`src/rtl/divflag_pkg.sv`:
```
package divflag_pkg;

    typedef enum logic [1:0] {
        MODE_S_FULL = 2'd0,
        MODE_U_FULL = 2'd1,
        MODE_S_HALF = 2'd2,
        MODE_U_HALF = 2'd3
    } div_mode_e;

    typedef enum logic [1:0] {
        ST_IDLE = 2'd0,
        ST_RUN  = 2'd1,
        ST_FIN  = 2'd2
    } seq_e;

    typedef struct packed {
        logic v;
        logic s;
        logic z;
    } cc_t;

    typedef struct packed {
        logic neg_q;
        logic neg_r;
        logic div_zero;
        logic ovf_min;
    } div_ctl_t;

    function automatic logic mode_is_signed(div_mode_e m);
        return (m == MODE_S_FULL) || (m == MODE_S_HALF);
    endfunction

    function automatic logic mode_is_half(div_mode_e m);
        return (m == MODE_S_HALF) || (m == MODE_U_HALF);
    endfunction

endpackage

```
`src/rtl/divflag_prep.sv`:
```
module divflag_prep
    import divflag_pkg::*;
#(
    parameter int W = 32,
    parameter int H = 16
) (
    input  div_mode_e       mode,
    input  logic [W-1:0]    num_in,
    input  logic [W-1:0]    den_in,
    output logic [W-1:0]    num_mag,
    output logic [W-1:0]    den_mag,
    output div_ctl_t        ctl
);
    localparam logic [W-1:0] MIN_VAL = {1'b1, {(W-1){1'b0}}};
    localparam int           XW      = W - H;

    logic [W-1:0] den_ext;
    logic         sgn;
    logic         sa;
    logic         sb;

    always_comb begin
        sgn = mode_is_signed(mode);
        if (mode_is_half(mode)) begin
            if (sgn) den_ext = {{XW{den_in[H-1]}}, den_in[H-1:0]};
            else     den_ext = {{XW{1'b0}}, den_in[H-1:0]};
        end else begin
            den_ext = den_in;
        end
        sa = sgn & num_in[W-1];
        sb = sgn & den_ext[W-1];
        num_mag = sa ? (~num_in + 1'b1) : num_in;
        den_mag = sb ? (~den_ext + 1'b1) : den_ext;
        ctl.neg_q    = sa ^ sb;
        ctl.neg_r    = sa;
        ctl.div_zero = (den_ext == '0);
        ctl.ovf_min  = sgn && (num_in == MIN_VAL) && (den_ext == '1);
    end

endmodule

```
`src/rtl/divflag_core.sv`:
```
module divflag_core #(
    parameter int W = 32
) (
    input  logic         clk,
    input  logic         rst,
    input  logic         load,
    input  logic         step,
    input  logic [W-1:0] num,
    input  logic [W-1:0] den,
    output logic [W-1:0] q_mag,
    output logic [W-1:0] r_mag
);
    logic [W:0]   acc;
    logic [W-1:0] quo;
    logic [W-1:0] den_r;
    logic [W:0]   shifted;
    logic [W:0]   diff;

    always_comb begin
        shifted = {acc[W-1:0], quo[W-1]};
        diff    = shifted - {1'b0, den_r};
    end

    always_ff @(posedge clk) begin
        if (rst) begin
            acc   <= '0;
            quo   <= '0;
            den_r <= '0;
        end else if (load) begin
            acc   <= '0;
            quo   <= num;
            den_r <= den;
        end else if (step) begin
            if (!diff[W]) begin
                acc <= diff;
                quo <= {quo[W-2:0], 1'b1};
            end else begin
                acc <= shifted;
                quo <= {quo[W-2:0], 1'b0};
            end
        end
    end

    assign q_mag = quo;
    assign r_mag = acc[W-1:0];

    // partial remainder stays below a non-zero divisor
    p_rem_bound_r1: assert property (@(posedge clk) disable iff (rst)
        (den_r != '0) |-> (acc < {1'b0, den_r}));

endmodule

```
`src/rtl/divflag_fix.sv`:
```
module divflag_fix
    import divflag_pkg::*;
#(
    parameter int W = 32
) (
    input  logic [W-1:0] q_mag,
    input  logic [W-1:0] r_mag,
    input  div_ctl_t     ctl,
    output logic [W-1:0] q_out,
    output logic [W-1:0] r_out,
    output cc_t          cc
);
    always_comb begin
        q_out = ctl.neg_q ? (~q_mag + 1'b1) : q_mag;
        r_out = ctl.neg_r ? (~r_mag + 1'b1) : r_mag;
        cc    = '0;
        cc.v  = ctl.div_zero | ctl.ovf_min;
        if (!ctl.div_zero) begin
            cc.z = (q_out == '0);
            cc.s = q_out[W-1];
        end
    end

endmodule

```
`src/rtl/divflag_unit.sv`:
```
module divflag_unit
    import divflag_pkg::*;
#(
    parameter int W = 32,
    parameter int H = 16
) (
    input  logic         clk,
    input  logic         rst,
    input  logic         start,
    input  logic [1:0]   mode,
    input  logic [W-1:0] dividend,
    input  logic [W-1:0] divisor,
    output logic         busy,
    output logic         done,
    output logic         wb_en,
    output logic [W-1:0] quotient,
    output logic [W-1:0] remainder,
    output logic         flag_zero,
    output logic         flag_sign,
    output logic         flag_ovf
);
    localparam int           CW      = $clog2(W + 1);
    localparam logic [CW-1:0] STEPS  = CW'(W);
    localparam logic [W-1:0] MIN_VAL = {1'b1, {(W-1){1'b0}}};

    seq_e         state;
    logic [CW-1:0] cnt;
    logic         accept;
    div_ctl_t     ctl_now;
    div_ctl_t     ctl_r;
    logic [W-1:0] num_mag;
    logic [W-1:0] den_mag;
    logic [W-1:0] q_mag;
    logic [W-1:0] r_mag;
    logic [W-1:0] q_fix;
    logic [W-1:0] r_fix;
    cc_t          cc_fix;
    cc_t          cc_r;
    logic [W-1:0] q_r;
    logic [W-1:0] r_r;
    logic         done_r;
    logic         wb_r;

    assign accept = start && (state == ST_IDLE);

    divflag_prep #(.W(W), .H(H)) u_prep (
        .mode    (div_mode_e'(mode)),
        .num_in  (dividend),
        .den_in  (divisor),
        .num_mag (num_mag),
        .den_mag (den_mag),
        .ctl     (ctl_now)
    );

    divflag_core #(.W(W)) u_core (
        .clk   (clk),
        .rst   (rst),
        .load  (accept),
        .step  (state == ST_RUN),
        .num   (num_mag),
        .den   (den_mag),
        .q_mag (q_mag),
        .r_mag (r_mag)
    );

    divflag_fix #(.W(W)) u_fix (
        .q_mag (q_mag),
        .r_mag (r_mag),
        .ctl   (ctl_r),
        .q_out (q_fix),
        .r_out (r_fix),
        .cc    (cc_fix)
    );

    always_ff @(posedge clk) begin
        if (rst) begin
            state  <= ST_IDLE;
            cnt    <= '0;
            ctl_r  <= '0;
            cc_r   <= '0;
            q_r    <= '0;
            r_r    <= '0;
            done_r <= 1'b0;
            wb_r   <= 1'b0;
        end else begin
            done_r <= 1'b0;
            wb_r   <= 1'b0;
            case (state)
                ST_IDLE: begin
                    if (accept) begin
                        ctl_r <= ctl_now;
                        cnt   <= STEPS;
                        state <= ST_RUN;
                    end
                end
                ST_RUN: begin
                    cnt <= cnt - 1'b1;
                    if (cnt == CW'(1)) state <= ST_FIN;
                end
                ST_FIN: begin
                    done_r <= 1'b1;
                    cc_r   <= cc_fix;
                    if (!ctl_r.div_zero) begin
                        wb_r <= 1'b1;
                        q_r  <= q_fix;
                        r_r  <= r_fix;
                    end
                    state <= ST_IDLE;
                end
                default: state <= ST_IDLE;
            endcase
        end
    end

    assign busy      = (state != ST_IDLE);
    assign done      = done_r;
    assign wb_en     = wb_r;
    assign quotient  = q_r;
    assign remainder = r_r;
    assign flag_zero = cc_r.z;
    assign flag_sign = cc_r.s;
    assign flag_ovf  = cc_r.v;

    // completion pulse is one cycle and comes with busy low
    p_done_idle_r8: assert property (@(posedge clk) disable iff (rst)
        done |-> !busy);
    p_done_pulse_r8: assert property (@(posedge clk) disable iff (rst)
        done |=> !done);
    p_accept_r8: assert property (@(posedge clk) disable iff (rst)
        (start && !busy) |=> busy);
    // zero divisor leaves results untouched and flags overflow
    p_hold_zero_r5: assert property (@(posedge clk) disable iff (rst)
        (done && !wb_en) |-> ($stable(quotient) && $stable(remainder) && flag_ovf
                              && !flag_zero && !flag_sign));
    // zero and sign flags follow the written quotient
    p_flags_r7: assert property (@(posedge clk) disable iff (rst)
        (done && wb_en) |-> ((flag_zero == (quotient == '0)) && (flag_sign == quotient[W-1])));
    // a written result with overflow is the wrapped most negative quotient
    p_min_ovf_r6: assert property (@(posedge clk) disable iff (rst)
        (done && wb_en && flag_ovf) |-> ((quotient == MIN_VAL) && (remainder == '0)));

endmodule

```
`config.mk`:
```
export PLATFORM = sky130hd
export DESIGN_NAME = divflag_unit
export DESIGN_NICKNAME = d
export VERILOG_FILES = /design/src/rtl/divflag_pkg.sv /design/src/rtl/divflag_prep.sv /design/src/rtl/divflag_core.sv /design/src/rtl/divflag_fix.sv /design/src/rtl/divflag_unit.sv
export SDC_FILE = /design/constraint.sdc
export NUM_CORES = 1
export LEC_CHECK = 0
export BUFFER_PORTS_ARGS = -buffer_cell sky130_fd_sc_hd__buf_2
export CAP_MARGIN = 10
export CORE_UTILIZATION = 24
export CTS_BUF_LIST = sky130_fd_sc_hd__clkbuf_4 sky130_fd_sc_hd__clkbuf_8
export CTS_CLUSTER_SIZE = 40
export DETAILED_ROUTE_END_ITERATION = 8
export SLEW_MARGIN = 20
export SYNTH_ARGS = -nofsm -noshare
export SYNTH_HDL_FRONTEND = slang
export SYNTH_HIERARCHICAL = 1
export SYNTH_SLANG_ARGS = --single-unit
```
`constraint.sdc`:
```
create_clock -name clk -period 9.6 [get_ports clk]
set_clock_uncertainty 0.15 [all_clocks]
set_input_delay 0 -clock clk [delete_from_list [all_inputs] [get_ports clk]]
set_output_delay 0 -clock clk [all_outputs]
set_load 0.005 [all_outputs]
```
## Word-level counts from Yosys, hierarchy flattened

Cells that the tools add are included.

- $add $sub $neg: 6
- Equality and inequality tests: 9
- Mux-type cells: 18
- Bitwise operators: 10
- Reductions and logical operators: 18

Operator list:

| cell | number |
|---|---|
| $mux W32 | 9 |
| $add A32 B1 Y32 const B | 4 |
| $not A32 Y32 | 4 |
| $eq A32 B32 Y1 const B | 2 |
| $logic_not A32 Y1 | 2 |
| $sub A33 B32 Y33 | 1 |
| $pmux W6 S2 | 1 |
| $reduce_and A2 Y1 | 4 |
| $eq A2 B2 Y1 const B | 3 |
| $eq A6 B1 Y1 const B | 1 |
| $mux W2 | 3 |
| $mux W6 | 1 |
| $reduce_bool A2 Y1 | 3 |
| $sub A6 B1 Y6 const B | 1 |
| $logic_not A2 Y1 | 2 |
| $ne A2 B2 Y1 const B | 2 |
| $pmux W2 S2 | 1 |
| $reduce_or A2 Y1 | 2 |
| $logic_and A1 B1 Y1 | 3 |
| $mux W1 | 3 |
| $and A1 B1 Y1 | 2 |
| $eq A2 B1 Y1 const B | 1 |
| $logic_or A1 B1 Y1 | 2 |
| $not A1 Y1 | 2 |
| 2 further kinds | 2 |

- Register bits: 177
- Bits of input ports: 69
- Output and inout bits: 70
- Word-level logic and storage cells: 77

## Longest topological paths before layout

- Word-level depth: 7
- Gate-level depth with buffers: 14

## Cells and area by module

The synthesis kept the hierarchy.

By module, submodules not included:

| module | times used | cells each | area each (um^2) | sequential area each (um^2) |
|---|---|---|---|---|
| divflag_core | 1 | 741 | 5905.7 | 1921.8 |
| divflag_unit | 1 | 354 | 2874.0 | 1621.6 |
| divflag_fix | 1 | 238 | 1799.2 | 0.0 |
| divflag_prep | 1 | 268 | 1775.5 | 0.0 |

## Least setup slack after synthesis

No wires, ideal clock.

- Path type: flip-flop to flip-flop
- From: reg u_core.quo[0], in the netlist u_core/q_mag[0]
- To: reg cc_r (netlist bit flag_zero)
- Library setup time: 0.065 ns
- Arrival time: 2.855 ns
- Required time: 9.385 ns
- Path slack: 6.530 ns
- Cell stages (with the launch flop): 14
- Buffers on the path: 2
- Path through: dfxtp_1 inv_1 ha_1 or3b_2 or2_1 buf_6 or3_1 buf_2 o31a_1 xor2_1 nor4b_2 and4b_1 mux2i_1 nor2_1

RTL lines:

| element | line | RTL |
|---|---|---|
| start, declared | divflag_core.sv:14 | `logic [W-1:0] quo;` |
| start signal, assigned | divflag_core.sv:31 | `quo <= num;` |
| start signal, assigned | divflag_core.sv:36 | `quo <= {quo[W-2:0], 1'b1};` |
| start signal, assigned | divflag_core.sv:39 | `quo <= {quo[W-2:0], 1'b0};` |
| end signal, assigned | divflag_unit.sv:102 | `cc_r <= cc_fix;` |
| end, declared | divflag_unit.sv:38 | `cc_t cc_r;` |

## Worst setup path after layout

- From: in divisor[6]
- To: reg u_core.den_r[21]

- Longest elaborated chain between the ends: 5

RTL lines:

| element | line | RTL |
|---|---|---|
| start, declared | divflag_unit.sv:12 | `input logic [W-1:0] divisor,` |
| $mux W32 | divflag_prep.sv:25 | `if (sgn) den_ext = {{XW{den_in[H-1]}}, den_in[H-1:0]};` |
| $mux W32 (*) | divflag_prep.sv:24 | `if (mode_is_half(mode)) begin` |
| $not A32 Y32 (*) | divflag_prep.sv:33 | `den_mag = sb ? (~den_ext + 1'b1) : den_ext;` |
| $add A32 B1 Y32 (*) | divflag_prep.sv:33 |  |
| $mux W32 (*) | divflag_prep.sv:33 |  |
| via den_mag[21] | divflag_unit.sv:32 | `logic [W-1:0] den_mag;` |
| end signal, assigned | divflag_core.sv:32 | `den_r <= den;` |
| end, declared | divflag_core.sv:15 | `logic [W-1:0] den_r;` |

Mark *: on every way through the listed nets, which the timed path passes. The rest lies on a longest branch.
A chain may end at the register's enable or synchronous reset.

==> results.yml <==
routing:
  route.detailed.drc: 0
  drtPass1Iterations: 5
  viasPerCell: 4.83
  wirelength_um: 38100
  routedWlPerCell_um: 15.2
  dr_total_vias: 12100
  drtIter0Drc: 792
  ant_nets: 0
clocking:
  cts_tree: "yes"
  clk_path_buf_depth: 2
  cts.clk_slew.worst_paths_ns: 0.10
  cts.sinks: 177
  h-tree-depth: 4
  ctsRootBufferMaster: "clkbuf_8"
  cts_buffers: 17
  worstSkewPairLatency_ns: 0.51
global_routing:
  antenna_found_initial: 9
  grt_pass1_vias: 11400
  grt_pass1_wl_um: 61000
  grt_use_total_pct: 14.2
  grt_max_degree: 94
  overflow: 0
logic_synthesis:
  syn_avg_cell_area_um2: 7.72
  synth_area_leaders: "dfxtp_1 (29%), xnor2_1 (7.2%), nand2_1 (6.8%)"
  yosysTopAreaCell: "dfxtp_1"
  ys_ff_latch: 177
  synth_edf_count: 0
  synth_top_area_share_pct: 28.7
  yosysSeqAreaShare_pct: 28.7
  synth_ff_type: "dfxtp_1"
  syn_area_um2: 12400
  synth.most_common_cell: "nand2_1"
  synth_warnings: 6
  syn_inst: 1601
  synthDistinctLibCells: 95
  synth_commonest_cells: "nand2_1 (225), dfxtp_1 (177), a21oi_1 (161), nor2_1 (158), xnor2_1 (101)"
  async_reset_ff_share_pct: 0
  syn_nets: 1710
floorplan:
  dieArea_um2: 52400
  initial_core_util_pct: 24.5
  io_pins: 139
  die_w_um: 229
  rows: 82
  core_um2: 50500
  die_y_um: 229
min_path:
  min_path_cells: 3
  min_path_type: "in2reg"
  holdPathEnd: "state[0]$_SDFFE_PP0P_"
  worstHoldStart: "start"
place:
  hpwl_um: 28400
  gp_congestion: 0.892
  dpl_cell_area_um2: 13400
  io_buffers: 138
  dp.cells: 2321
worst_setup_path:
  worst-r2r-setup-slack_ns: 5.55
  worstPathCellList: "dlygate4sd3_1, buf_2, nor4_1, nand3_1, o41ai_1, xor2_1, dlygate4sd3_1, nor2_1, dlygate4sd3_1, mux2i_1, nor2_1, dlygate4sd3_1"
  cp-start-kind: "input pin"
  slowest_stage: "nor4_1"
  timing.critical_path.fanout_max: 7
  reg2reg_to: "u_core/acc[26]$_SDFFE_PP0P_"
  cp-end-kind: "flop"
  cp.buffers_inverters: 5
  crit_path_frequent_cell: "dlygate4sd3_1"
  ff2ff_path_depth: 11
  cp_top_family: "buffers and inverters"
  path_class: "in2reg"
  rr_startpoint: "u_core/q_mag[31]$_SDFFE_PP0P_"
  required_ns: 9.84
  cpPeakStageDelay_ns: 0.70
  critical_path_arrival_ns: 4.47
flow_run:
  max-cap-violations: 0
pwr:
  ir_worst_vdd_v: 0.000122
  leakagePower_nw: 5.99
  powerDensity_nw_per_um2: 169
sta:
  slew_viol_final: 0
  hold_viol: 0
  setup_viol: 0
  fin_tns_setup_ns: 0
  worstMarginPinSlew_ns: 1.07
  slew_headroom_pct: 28.4
  min_period_ns: 4.22
  fmax_mhz: 237
  rsz0062_at_grt: "false"
  fin_crit_sh_pct: 44.0
finish:
  postLayoutCellArea_um2: 15300
  drive_above_1_share_pct: 12.5
  synthToLayoutAreaGrowth_pct: 23.9
  fin_nets: 1917
  finalNonFillerCells: 2499
outcome:
  status: "finished clean"
## cells in the final DEF (no fill, tap or decap), types with 17 or more instances in the layout
cell,Yosys,final
a21oi_1,161,161
a31oi_1,26,26
buf_2,17,137
clkbuf_8,3,18
dfxtp_1,177,177
dlygate4sd3_1,0,140
ha_1,39,39
inv_1,59,58
mux2i_1,83,83
nand2_1,225,225
nand3_1,24,24
nand4_1,19,19
nor2_1,158,158
nor3_1,24,24
nor4_1,17,17
o21ai_0,92,92
o31ai_1,26,26
o41ai_1,18,18
or3_1,17,17
xnor2_1,101,101
xor2_1,32,32
## flip-flops by register name (all words and copies together), names as in the netlist, 2 cells and up
name,flops
state,2
u_core/q_mag,32
quotient,32
u_core/den_r,32
ctl_r,4
cnt,6
remainder,32
u_core/acc,32
## how the worst max path moves through the flow
stage                                             start                             to  slack [ns]  depth (start not counted)
after CTS                 u_core/q_mag[31]$_SDFFE_PP0P_    u_core/acc[26]$_SDFFE_PP0P_        5.53                         11
after detailed placement  u_core/q_mag[31]$_SDFFE_PP0P_    u_core/acc[26]$_SDFFE_PP0P_        5.56                         11
final                                        divisor[6]  u_core/den_r[21]$_SDFFE_PP0P_        5.38                         12
after floorplan            u_core/q_mag[0]$_SDFFE_PP0P_         flag_zero$_SDFFE_PP0N_        6.53                         13
after global placement    u_core/q_mag[31]$_SDFFE_PP0P_    u_core/acc[26]$_SDFFE_PP0P_        5.65                         11
after global routing                         divisor[6]  u_core/den_r[21]$_SDFFE_PP0P_        5.18                         12
## where the power goes
part,switching [mW],internal [mW],total [mW]
registers,0.0798,0.781,0.861
clock network,0.287,0.320,0.607
logic,0.647,0.477,1.12
total,1.01,1.58,2.59
## cells by family after synthesis
kind of cell / synth area share (%)
xor+xnor: 9.43
flops: 28.7
mux: 6.94
fa+ha+maj: 4.11
simple gates: 23.5
buf+inv: 6.21
compound gates: 21.2
## worst register-to-register path, cell delays in order, from the launching register on
cell	delay, ns
dfxtp_1	0.47
inv_1	0.08
ha_1	0.23
fa_1	0.41
nand2b_1	0.18
a21oi_1	0.29
o211ai_2	0.19
a2111oi_4	0.36
or2_1	0.27
a311o_1	0.82
a311oi_1	0.12
a311o_1	0.36
## what timing repair did
item	in CTS	in global routing
setup buffers	0	0
resized for setup	0	0
endpoints found under the hold margin	106	0
hold buffers	140	0
## metal layers
| layer | part of all wire [%] | vias to the layer above | track usage (%) |
|---|---|---|---|
| met2 | 43 | 287 | 22.0 |
| met1 | 50 | 5615 | 19.6 |
| li1 | - | 6116 | - |
| met4 | 2.3 | 6 | 5.21 |
| met5 | 0.079 | - | 0 |
| met3 | 4.3 | 57 | 2.69 |
## layout make-up
type | instances | area (um^2)
antenna | 7 | 17.5
clock buffer | 19 | 255
clock inverter | 12 | 204
fill | 5434 | 35200
inverter | 60 | 226
multi-input combinational | 1264 | 8050
sequential | 177 | 3540
tap | 672 | 841
timing repair buffer | 288 | 2170
## stage by stage
stage | hold slack [ns] | util [%] | setup slack [ns] | power (mW)
after detailed placement | 0.210 | 26.6 | 5.56 | 1.92
after global routing | 0.134 | 30.3 | 5.18 | 2.76
after global placement | 0.203 | 26.6 | 5.65 | 1.91
after floorplan | 0.0199 | - | 6.53 | 1.71
after CTS | 0.0743 | 30.3 | 5.53 | 2.60
final | 0.0783 | 30.3 | 5.38 | 2.59
No activity file was read; power rests on OpenSTA's default activity.
